File: config.mk
export PLATFORM = sky130hd
export DESIGN_NAME = rgt_selftest
export DESIGN_NICKNAME = d
export VERILOG_FILES = /design/src/rtl/rgt_pkg.sv /design/src/rtl/rgt_gate.sv /design/src/rtl/rgt_fault_inj.sv /design/src/rtl/rgt_vec_rom.sv /design/src/rtl/rgt_selftest.sv
export SDC_FILE = /design/constraint.sdc
export NUM_CORES = 1
export LEC_CHECK = 0
export BUFFER_PORTS_ARGS = -buffer_cell sky130_fd_sc_hd__buf_2
export CORE_MARGIN = 2
export CORE_UTILIZATION = 55
export DETAILED_ROUTE_END_ITERATION = 10
export PLACE_DENSITY = 0.75
export REMOVE_ABC_BUFFERS = 1
export SKIP_CTS_REPAIR_TIMING = 1
export SYNTH_ARGS = -nofsm -noshare
export SYNTH_HDL_FRONTEND = slang
export SYNTH_SLANG_ARGS = --single-unit
File: constraint.sdc
create_clock -name clk -period 3.2 [get_ports clk]
set_input_delay 0.64 -clock clk [delete_from_list [all_inputs] [get_ports clk]]
set_output_delay 0.64 -clock clk [all_outputs]
set_load 0.01 [all_outputs]
File: src/rtl/rgt_pkg.sv
package rgt_pkg;

  localparam int GATE_W = 4;

  typedef enum logic [1:0] {
    SET_FULL = 2'd0,
    SET_HADD = 2'd1,
    SET_HSUB = 2'd2,
    SET_ALT  = 2'd3
  } vec_set_e;

  function automatic logic [GATE_W-1:0] gate_fn(input logic [GATE_W-1:0] x);
    logic [GATE_W-1:0] y;
    case (x)
      4'd0:  y = 4'd0;
      4'd1:  y = 4'd9;
      4'd2:  y = 4'd2;
      4'd3:  y = 4'd11;
      4'd4:  y = 4'd6;
      4'd5:  y = 4'd15;
      4'd6:  y = 4'd13;
      4'd7:  y = 4'd4;
      4'd8:  y = 4'd14;
      4'd9:  y = 4'd7;
      4'd10: y = 4'd5;
      4'd11: y = 4'd12;
      4'd12: y = 4'd1;
      4'd13: y = 4'd8;
      4'd14: y = 4'd3;
      default: y = 4'd10;
    endcase
    return y;
  endfunction

endpackage

File: src/rtl/rgt_gate.sv
module rgt_gate
  import rgt_pkg::*;
(
  input  logic [GATE_W-1:0] x,
  output logic [GATE_W-1:0] y
);

  always_comb y = gate_fn(x);

  // the mapping must be a bijection over all input codes
  initial begin : a_r2_bijective
    logic [(1<<GATE_W)-1:0] hit;
    hit = '0;
    for (int i = 0; i < (1 << GATE_W); i++) hit[gate_fn(GATE_W'(i))] = 1'b1;
    a_r2_all_codes_hit: assert (&hit);
  end

  // half-adder use, c=d=0 gives sum on O2 and carry on O4
  always_comb begin
    if (x[1:0] == 2'b00) begin
      a_r4_half_adder: assert (y[2] == (x[3] ^ x[2]) && y[0] == (x[3] & x[2]));
    end
  end

endmodule

File: src/rtl/rgt_fault_inj.sv
module rgt_fault_inj #(
  parameter int W     = 4,
  parameter int SEL_W = 2
) (
  input  logic             en,
  input  logic [SEL_W-1:0] sel,
  input  logic             val,
  input  logic [W-1:0]     d,
  output logic [W-1:0]     q
);

  // sel counts from the MSB: sel 0 forces bit W-1
  for (genvar g = 0; g < W; g++) begin : g_bit
    assign q[g] = (en && sel == SEL_W'(W - 1 - g)) ? val : d[g];
  end

endmodule

File: src/rtl/rgt_vec_rom.sv
module rgt_vec_rom
  import rgt_pkg::*;
#(
  parameter int IDX_W = 2
) (
  input  vec_set_e          set,
  input  logic [IDX_W-1:0]  idx,
  output logic [GATE_W-1:0] vec,
  output logic [IDX_W-1:0]  last
);

  localparam logic [IDX_W-1:0] LAST_FULL = IDX_W'(2);
  localparam logic [IDX_W-1:0] LAST_HALF = IDX_W'(3);

  always_comb begin
    vec  = '0;
    last = LAST_FULL;
    case (set)
      SET_HADD: begin
        last = LAST_HALF;
        vec  = {idx[1], idx[0], 2'b00};
      end
      SET_HSUB: begin
        last = LAST_HALF;
        vec  = {idx[1], 1'b0, idx[0], 1'b0};
      end
      default: begin
        case (idx)
          IDX_W'(0): vec = 4'b0000;
          IDX_W'(1): vec = 4'b0101;
          default:   vec = 4'b1111;
        endcase
      end
    endcase
  end

endmodule

File: src/rtl/rgt_selftest.sv
module rgt_selftest
  import rgt_pkg::*;
#(
  parameter int IDX_W  = 2,
  parameter int LINE_W = 3
) (
  input  logic              clk,
  input  logic              rst,
  input  logic              start,
  input  logic [1:0]        mode,
  input  logic              fault_en,
  input  logic [LINE_W-1:0] fault_line,
  input  logic              fault_val,
  output logic              busy,
  output logic              done,
  output logic              pass,
  output logic [IDX_W-1:0]  fail_idx
);

  localparam int SEL_W = LINE_W - 1;

  vec_set_e          set_q;
  logic              busy_q, done_q, pass_q, seen_q;
  logic [IDX_W-1:0]  idx_q, fidx_q, fail_q, last_idx;
  logic [GATE_W-1:0] vec, gold, gut_in, gut_raw, gut_out;
  logic              mismatch;

  rgt_vec_rom #(.IDX_W(IDX_W)) u_rom (
    .set(set_q), .idx(idx_q), .vec(vec), .last(last_idx)
  );

  rgt_gate u_gold (.x(vec), .y(gold));

  rgt_fault_inj #(.W(GATE_W), .SEL_W(SEL_W)) u_fin (
    .en(fault_en && !fault_line[LINE_W-1]), .sel(fault_line[SEL_W-1:0]),
    .val(fault_val), .d(vec), .q(gut_in)
  );

  rgt_gate u_gut (.x(gut_in), .y(gut_raw));

  rgt_fault_inj #(.W(GATE_W), .SEL_W(SEL_W)) u_fout (
    .en(fault_en && fault_line[LINE_W-1]), .sel(fault_line[SEL_W-1:0]),
    .val(fault_val), .d(gut_raw), .q(gut_out)
  );

  assign mismatch = busy_q && (gut_out != gold);

  always_ff @(posedge clk) begin
    if (rst) begin
      busy_q <= 1'b0;
      done_q <= 1'b0;
      pass_q <= 1'b0;
      seen_q <= 1'b0;
      idx_q  <= '0;
      fidx_q <= '0;
      fail_q <= '0;
      set_q  <= SET_FULL;
    end else begin
      done_q <= 1'b0;
      if (!busy_q) begin
        if (start) begin
          busy_q <= 1'b1;
          idx_q  <= '0;
          seen_q <= 1'b0;
          fidx_q <= '0;
          set_q  <= vec_set_e'(mode);
        end
      end else begin
        if (mismatch && !seen_q) begin
          seen_q <= 1'b1;
          fidx_q <= idx_q;
        end
        if (idx_q == last_idx) begin
          busy_q <= 1'b0;
          done_q <= 1'b1;
          pass_q <= !(seen_q || mismatch);
          fail_q <= seen_q ? fidx_q : (mismatch ? idx_q : '0);
        end else begin
          idx_q <= idx_q + 1'b1;
        end
      end
    end
  end

  assign busy     = busy_q;
  assign done     = done_q;
  assign pass     = pass_q;
  assign fail_idx = fail_q;

  // done is a single-cycle pulse
  a_r10_done_pulse: assert property (@(posedge clk) disable iff (rst)
    done_q |=> !done_q);
  // busy has dropped when done shows
  a_r10_done_idle: assert property (@(posedge clk) disable iff (rst)
    done_q |-> !busy_q);
  // selected set holds for a whole run
  a_r9_set_hold: assert property (@(posedge clk) disable iff (rst)
    (busy_q && $past(busy_q)) |-> $stable(set_q));
  // a start during a run does not rewind the index
  a_r9_no_restart: assert property (@(posedge clk) disable iff (rst)
    (busy_q && start && idx_q != last_idx) |=> (busy_q && idx_q == $past(idx_q) + 1'b1));
  // with injection off the two gate copies agree
  a_r7_clean_path: assert property (@(posedge clk) disable iff (rst)
    (busy_q && !fault_en) |-> (gut_out == gold));

endmodule

# Yosys cells after proc, flatten, opt, wreduce, memory -nomap -nowiden
# Memories as Yosys holds them, arrays and structs flattened.
# Cells that the tools add are included.
# word_totals
ff_bits,12
rom_bits,128
in_bits,10
output_inout_bits,5
wordCells,72
mem_count,2
# mem_list
memory,words,word_bits,read_ports,rd_clocked_by_memory_dff,wr,line_no,source
(name not given),16,4,1,0,0,rgt_pkg.sv:14,case (x)
(name not given),16,4,1,0,0,rgt_pkg.sv:14,
# op_classes
add_sub_neg,1
n_eq_ne,10
n_mux,25
bitwise_logic,1
n_reduce_logical,25
# op_table
op,n
$mux W1,16
$pmux W4 S2,2
$mux W2,7
$logic_and A1 B1 Y1,12
$reduce_and A2 Y1,4
$eq A2 B1 Y1 const B,3
$eq A2 B2 Y1 const B,3
$logic_not A2 Y1,2
$ne A4 B4 Y1,1
$reduce_or A2 Y1,2
$logic_not A1 Y1,3
$add A2 B1 Y2 const B,1
$eq A2 B2 Y1,1
$ne A2 B1 Y1 const B,1
$ne A2 B2 Y1 const B,1
$reduce_bool A2 Y1,1
$logic_or A1 B1 Y1,1
$not A1 Y1,1

# Longest topological paths before layout
# Gate-level depths: netlist of run 1.
# An unclocked memory read counts as a cell.
# logic_depth
ltp_word,11
mapped_depth,13

# By module
# Synthesis of run 1 repeated with hierarchy kept, for this count alone.
# unflattened
hier_cells,104
area_unflattened_um2,899.6
# by_module_without_submodules
module,instances,cells_per_inst,area_per_inst_um2,seq_area_each_um2
rgt_selftest,1,58,538.0,240.2
rgt_fault_inj,2,8,77.6,0.0
rgt_vec_rom,1,13,83.8,0.0
rgt_gate (u_gold),1,8,61.3,0.0
rgt_gate (u_gut),1,9,61.3,0.0

# Least setup slack after synthesis of run 1
# Ideal clock, no wire load.
# synth_timing
path_kind,reg2reg
from,register idx_q[0]
to,"register fail_q[0], in the netlist fail_idx[0]"
arrival_ns,2.870
required_time_ns,3.121
path_slack_ns,0.251
stages_incl_launch_ff,14
path_buffers,2
period_less_slack_ns,2.949
path_cell_list,dfxtp_1 > buf_2 > inv_1 > ha_1 > or3b_1 > o21ai_2 > buf_6 > mux2_2 > a22oi_1 > nor2_1 > o31a_1 > and3_4 > o31a_1 > a211oi_2
# synth_via
elab_chain_len,10
word_cells_on_any_way,20
classes_between,eq/ne (3); mux (12); reduce/logical (3); memory (2)
# synth_lines
item,line_no,source
from (decl),rgt_selftest.sv:24,"logic [IDX_W-1:0] idx_q, fidx_q, fail_q, last_idx;"
from (signal assigned),rgt_selftest.sv:79,idx_q <= idx_q + 1'b1;
$eq A2 B1 Y1 / $logic_not A2 Y1 (equally long branches),rgt_vec_rom.sv:28,case (idx)
$pmux W4 S2,rgt_vec_rom.sv:28,
$pmux W4 S2,rgt_vec_rom.sv:18,case (set)
$mux W1,rgt_fault_inj.sv:14,assign q[g] = (en && sel == SEL_W'(W - 1 - g)) ? val : d[g];
$mem_v2 Z16 W4,--,
$mux W1,rgt_fault_inj.sv:14,
$ne A4 B4 Y1,rgt_selftest.sv:46,assign mismatch = busy_q && (gut_out != gold);
$logic_and A1 B1 Y1,rgt_selftest.sv:46,
$mux W2 (2 in a row),rgt_selftest.sv:77,fail_q <= seen_q ? fidx_q : (mismatch ? idx_q : '0);
to (signal assigned),rgt_selftest.sv:77,
to (decl),rgt_selftest.sv:24,
# Parallel ways exist; a longest one is shown, timed or not.
# A chain may end at the register's enable or synchronous reset.

# Final worst setup path of run 1
# layout_timing
from,register set_q[0]
to,"register fail_q[0], in the netlist fail_idx[0]"
# layout_via
elab_chain_len,9
word_cells_on_any_way,21
classes_between,eq/ne (4); mux (12); reduce/logical (3); memory (2)
# layout_lines
item,line_no,source
from (decl),rgt_selftest.sv:22,vec_set_e set_q;
from (signal assigned),rgt_selftest.sv:66,set_q <= vec_set_e'(mode);
$eq A2 B2 Y1 / $eq A2 B1 Y1 (equally long branches),rgt_vec_rom.sv:18,
$pmux W4 S2,rgt_vec_rom.sv:18,
$mux W1,rgt_fault_inj.sv:14,
$mem_v2 Z16 W4,--,
$mux W1,rgt_fault_inj.sv:14,
$ne A4 B4 Y1,rgt_selftest.sv:46,
$logic_and A1 B1 Y1,rgt_selftest.sv:46,
$mux W2 (2 in a row),rgt_selftest.sv:77,
# Parallel ways exist; a longest one is shown, timed or not.

==> metrics.txt, run 1 <==
CP max stage delay=0.41 ns; GP Congestion=0.956; Critical Path Start=set_q[0]; die height=52.2 µm; Top Family by Delay on Critical Path=compound AO/OA/AOI/OAI gates; Cell Area, Placed=0.00142 mm²; CP endpoint=fail_idx[0]; overall power=0.511 mW; register area share after synthesis=18.8%; clock latency on the worst-skew pair=0.27 ns; final max-slew violation count=0; first-pass GRT wire length=5360 µm; number of global-route vias before repair=1,218; Area Growth Syn to Fin=17.5%; Avg Inst Size Synth=7.84 µm²; Overflow after GRT=0; CP Capture Type=flop; Root Buffer Master=clkbuf_4; share of cells above drive strength 1=27.7%; WP data required=3.40 ns; Register-to-Register Path Depth=12; Final TNS setup=0 ns; Worst-Margin Slew=0.483 ns; clk sink count=12; Max-Cap Viols=0; vias per cell=6.18; FF+latch count, synth=12; status=complete, no violations; largest net degree at the start of global routing=15; DRT Wirelength=3170 µm; Max-slew headroom=67.4%; GRT Util Overall=25.4%; dominant synthesized flop cell=dfxtp_1; post-layout min period=3.06 ns; critical path, cell by cell=inv_1 -> ha_4 -> or3b_4 -> o21ai_4 -> buf_6 -> mux2_2 -> a22oi_1 -> nor2_1 -> o31a_1 -> and3_4 -> o31a_1 -> a211oi_2; Post-DRT Antenna Nets=0; maximum clock frequency=327 MHz; CP max-delay cell=or3b_4; antenna violations before repair=0; Final nets=200; Initial Utilization=57.8%; port buffer count=14; EDFF count, synth=0; VDD IR max=0.330 mV; CP Max Fanout=9; Die X=52.2 µm; fill cell count=193; library cells used by synthesis=57; Reg area=245 µm²; detailed placement HPWL=2430 µm; critical path's most frequent cell=o31a_1; RSZ-0062 raised after global routing=false; async set-reset flop share out of synthesis=0%; reg2reg end=fail_idx[0]; Netlist Area Pre-Place=0.00128 mm²; multi-input logic area=988 µm²; number of remaining DRC errors=0; clock slew at the register clock pins of the worst setup and hold paths=0.07 ns; number of diodes=0; die area=0.00273 mm²; Pre-Repair DR Iteration Count=4; Num CTS Buffers=3; via count=1,310; Critical path buffers and inverters=2; area of the core=0.00221 mm²; post-route cell area=0.00150 mm²; Final setup viols=0; Routed WL per cell=14.9 µm; Max clock buf depth=2; r2r startpoint=set_q[0]; TritonCTS clock tree=yes; yosys warns=0; H-tree levels=1; pwr/cell area=340 mW/mm²; Startpoint Class=flop; CP Class=flop to flop; worst hold-check path type=flop to flop; DRT iter0 DRCs=36; Rows=17; most frequent cells in the layout=14 x nor2_1, 14 x buf_2, 13 x nand2_1; post-layout util=67.9%; WP depth=12; final hold violation count=0; Pleak=0.586 nW; Layout Skew=0.00317 ns; cells after synthesis=163; Reg2Reg Setup Slack=0.14 ns; fin crit share=95.7%; I/O Pins=15; CP arrival=3.26 ns
## metrics by stage
stage / std cells / worst slack [ns] / hold slack, ns
2_1_floorplan: 154 / 0.156 / 0.462
3_3_place_gp: 208 / 0.0779 / 0.442
3_5_place_dp: 208 / -0.0407 / 0.480
4_1_cts: 212 / -0.0719 / 0.490
5_1_grt: 212 / 0.00339 / 0.515
6_report: 212 / 0.138 / 0.484
## worst reg2reg max path, cell delays in order, from the launching register on
cell and delay [ns]:
dfxtp_2 0.34, inv_1 0.07, ha_4 0.30, or3b_4 0.41, o21ai_4 0.12, buf_6 0.15, mux2_2 0.32, a22oi_1 0.20
nor2_1 0.10, o31a_1 0.28, and3_4 0.19, o31a_1 0.30, a211oi_2 0.21
## state kept, by name (all words and copies together), names as in the netlist
register  cells
fidx_q        2
busy          1
done          1
pass          1
fail_idx      2
set_q         2
seen_q        1
idx_q         2
## synthesized netlist by cell type, types with 2 or more instances
master,number,share of area [%]
a211o_1,2,1.4
a21oi_1,3,1.2
a22oi_1,2,1.2
a32oi_1,2,1.4
and2_1,2,0.98
and4_1,2,1.4
buf_2,5,2.0
buf_6,2,1.8
clkbuf_1,2,0.59
dfxtp_1,12,19
ha_1,5,4.9
inv_1,8,2.3
mux2i_1,7,5.5
nand2_1,13,3.8
nand2b_1,4,2.0
nand3_1,8,3.1
nand3b_1,2,1.2
nor2_1,15,4.4
nor2b_1,4,2.0
nor3_1,6,2.3
nor3b_2,2,2.0
nor4b_1,2,1.4
o211ai_1,2,1.2
o21a_1,3,1.8
o21ai_0,7,2.7
o31a_1,2,1.4
o31ai_1,3,1.8
o32ai_1,2,1.4
or3b_1,2,1.4
xnor2_1,5,3.4
## layer usage
metal	GRT usage, %	wire length (µm)	part of all wire, %
met1	34.4	1460	46
met5	0	0	0
met2	42.8	1510	48
met4	1.28	15	0.47
met3	6.57	179	5.7
## where the power goes
group / leakage, nW / switching (mW) / internal [mW]
sequential: 0.0988 / 0.00779 / 0.156
clock: 0.0210 / 0.0498 / 0.0691
combinational: 0.466 / 0.122 / 0.106
## cell type report
type,instances,area share [%]
well taps,28,2.33
clock buffers,4,2.41
repair buffers,26,10.9
inverters,9,2.25
flip-flops and latches,12,16.3
multi-input cells,133,65.8
## cells by family (layout without fill, tap and decap cells)
group           count (synthesis)  after routing  synth area share, %
compound gates                 40             40                 24.8
xor+xnor                        6              6                 4.11
fa+ha+maj                       5              5                 4.89
buf+inv                        18             39                 6.95
flops                          12             12                 18.8
mux                             8              8                 6.36
simple gates                   74             74                 34.1
## how the worst min path moves through the flow
stage,to,slack (ns),cells after the start,start
after floorplan,fidx_q[0],0.46,2,fidx_q[0]
after global placement,pass,0.44,2,pass
after detailed placement,pass,0.48,2,pass
after CTS,pass,0.49,2,pass
after global routing,pass,0.51,2,pass
final,pass,0.48,2,pass
Note: power is estimated with default switching activity, not from simulation.
==> inputs of run 2 (changes only) <==
==> constraint.sdc (replaced) <==
create_clock -name clk -period 3.2 [get_ports clk]
set_input_delay 0.32 -clock clk [delete_from_list [all_inputs] [get_ports clk]]
set_output_delay 0.32 -clock clk [all_outputs]
set_load 0.01 [all_outputs]
==> run 2 against run 1 <==
Compared with the run above: clock skew hardly changed; critical path depth fell by 1; sequential power barely moved; die area unchanged; critical endpoint unchanged; worst hold slack worse by 0.21 ns; highest routed layer unchanged; maximum frequency increased by 1.2%; count of clock-buffer cells in the layout did not move; register-to-register slack improved by 0.04 ns; clock power about the same; combinational power decreased by 6%; total power decreased by 2.2%; flip-flop and latch count unchanged.
==> metrics.txt, run 2 (synthesis results as in run 1) <==
VDD IR max=0.351 mV; die height=52.2 µm; post-layout min period=3.03 ns; number of diodes=0; WP data required=3.40 ns; TritonCTS clock tree=yes; CP Class=flop to flop; Reg area=241 µm²; Register-to-Register Path Depth=11; Overflow after GRT=0; GP Congestion=0.966; pwr/cell area=346 mW/mm²; hold endpoint=set_q[1]; Hold Path Stages=3; Area Growth Syn to Fin=13.0%; r2r startpoint=set_q[0]; Initial Utilization=57.8%; hold_ws=0.278 ns; final hold violation count=0; Layout Skew=0.00299 ns; Rows=17; clk sink count=12; Die X=52.2 µm; Inst Count DP=201; reg2reg end=fail_idx[0]; worst hold-check path type=input pin to flop; share of cells above drive strength 1=24.9%; final max-slew violation count=0; Reg2Reg Setup Slack=0.17 ns; via count=1,259; Startpoint Class=flop; status=complete, no violations; first-pass GRT wire length=4860 µm; clock slew at the register clock pins of the worst setup and hold paths=0.08 ns; number of global-route vias before repair=1,127; clock latency on the worst-skew pair=0.27 ns; Final setup viols=0; Final nets=193; Max-Cap Viols=0; I/O Pins=15; antenna violations before repair=0; Pre-Repair DR Iteration Count=4; GRT Util Overall=23.1%; fill cell count=196; CP arrival=3.23 ns; CP Max Fanout=9; Pleak=0.555 nW; die area=0.00273 mm²; Post-DRT Antenna Nets=0; Routed WL per cell=14.0 µm; largest net degree at the start of global routing=15; Max clock buf depth=2; port buffer count=14; most frequent cells in the layout=14 x nor2_1, 14 x buf_2, 13 x nand2_1; fin crit share=94.6%; Root Buffer Master=clkbuf_4; detailed placement HPWL=2250 µm; Max-slew headroom=71.7%; number of remaining DRC errors=0; area of the core=0.00221 mm²; Num CTS Buffers=3; maximum clock frequency=330 MHz; vias per cell=6.14; multi-input logic area=991 µm²; DRT Wirelength=2880 µm; Hold Startpoint=mode[1]; Cell Count, Final, Fillers Out=205; DRT iter0 DRCs=39; H-tree levels=1; CP Capture Type=flop; Worst-Margin Slew=0.423 ns
-- run 2: area by class of cell --
| class | instances | area share, % |
|---|---|---|
| clock buffer | 4 | 2.51 |
| inverter | 9 | 2.34 |
| multi-input combinational | 133 | 68.6 |
| sequential | 12 | 16.7 |
| tap | 28 | 2.42 |
| timing repair buffer | 19 | 7.45 |
-- run 2: power breakdown --
group	internal (mW)	switching, mW	total (mW)	leakage, nW
Combinational	0.0981	0.117	0.215	0.436
Clock	0.0691	0.0512	0.120	0.0210
Sequential	0.156	0.00753	0.164	0.0981
-- run 2: worst max path at each step --
| stage | start | end | slack, ns | cells past startpoint |
|---|---|---|---|---|
| 2_1_floorplan | idx_q[0] | fail_idx[1] | 0.16 | 11 |
| 3_3_place_gp | set_q[0] | fail_idx[1] | 0.11 | 11 |
| 3_5_place_dp | set_q[0] | fail_idx[1] | 0.04 | 11 |
| 4_1_cts | set_q[0] | fidx_q[0] | -0.005 | 11 |
| 5_1_grt | set_q[0] | fail_idx[1] | -0.003 | 11 |
| 6_report | set_q[0] | fail_idx[0] | 0.17 | 11 |
-- run 2: per-stage QoR --
| stage | instance area, µm² | total power [mW] | setup WS [ns] | TNS [ns] | utilization, % |
|---|---|---|---|---|---|
| 2_1_floorplan | 1220 | 0.313 | 0.156 | 0 | - |
| 3_3_place_gp | 1370 | 0.362 | 0.112 | 0 | 61.8 |
| 3_5_place_dp | 1370 | 0.366 | 0.0367 | 0 | 61.8 |
| 4_1_cts | 1400 | 0.484 | -0.00481 | -0.00481 | 63.4 |
| 5_1_grt | 1450 | 0.533 | -0.00305 | -0.00305 | 65.3 |
| 6_report | 1450 | 0.500 | 0.173 | 0 | 65.3 |
-- run 2: layer usage --
| layer | vias to the layer above | global-route usage, % | part of all wire [%] |
|---|---|---|---|
| met5 | - | 0 | 0 |
| met1 | 593 | 32.1 | 47 |
| met2 | 30 | 37.6 | 48 |
| met3 | 2 | 5.43 | 4.8 |
| met4 | 0 | 2.14 | 0.14 |
| li1 | 634 | - | - |
-- run 2: critical path, cell delays in order (launching register included) --
cell      delay (ns)
dfxtp_1         0.37
inv_1           0.09
ha_4            0.30
or3b_1          0.38
o21ai_2         0.15
o21ai_1         0.16
a221oi_2        0.32
mux2i_2         0.37
mux2i_1         0.13
and3_4          0.20
o31a_1          0.29
a211oi_2        0.20
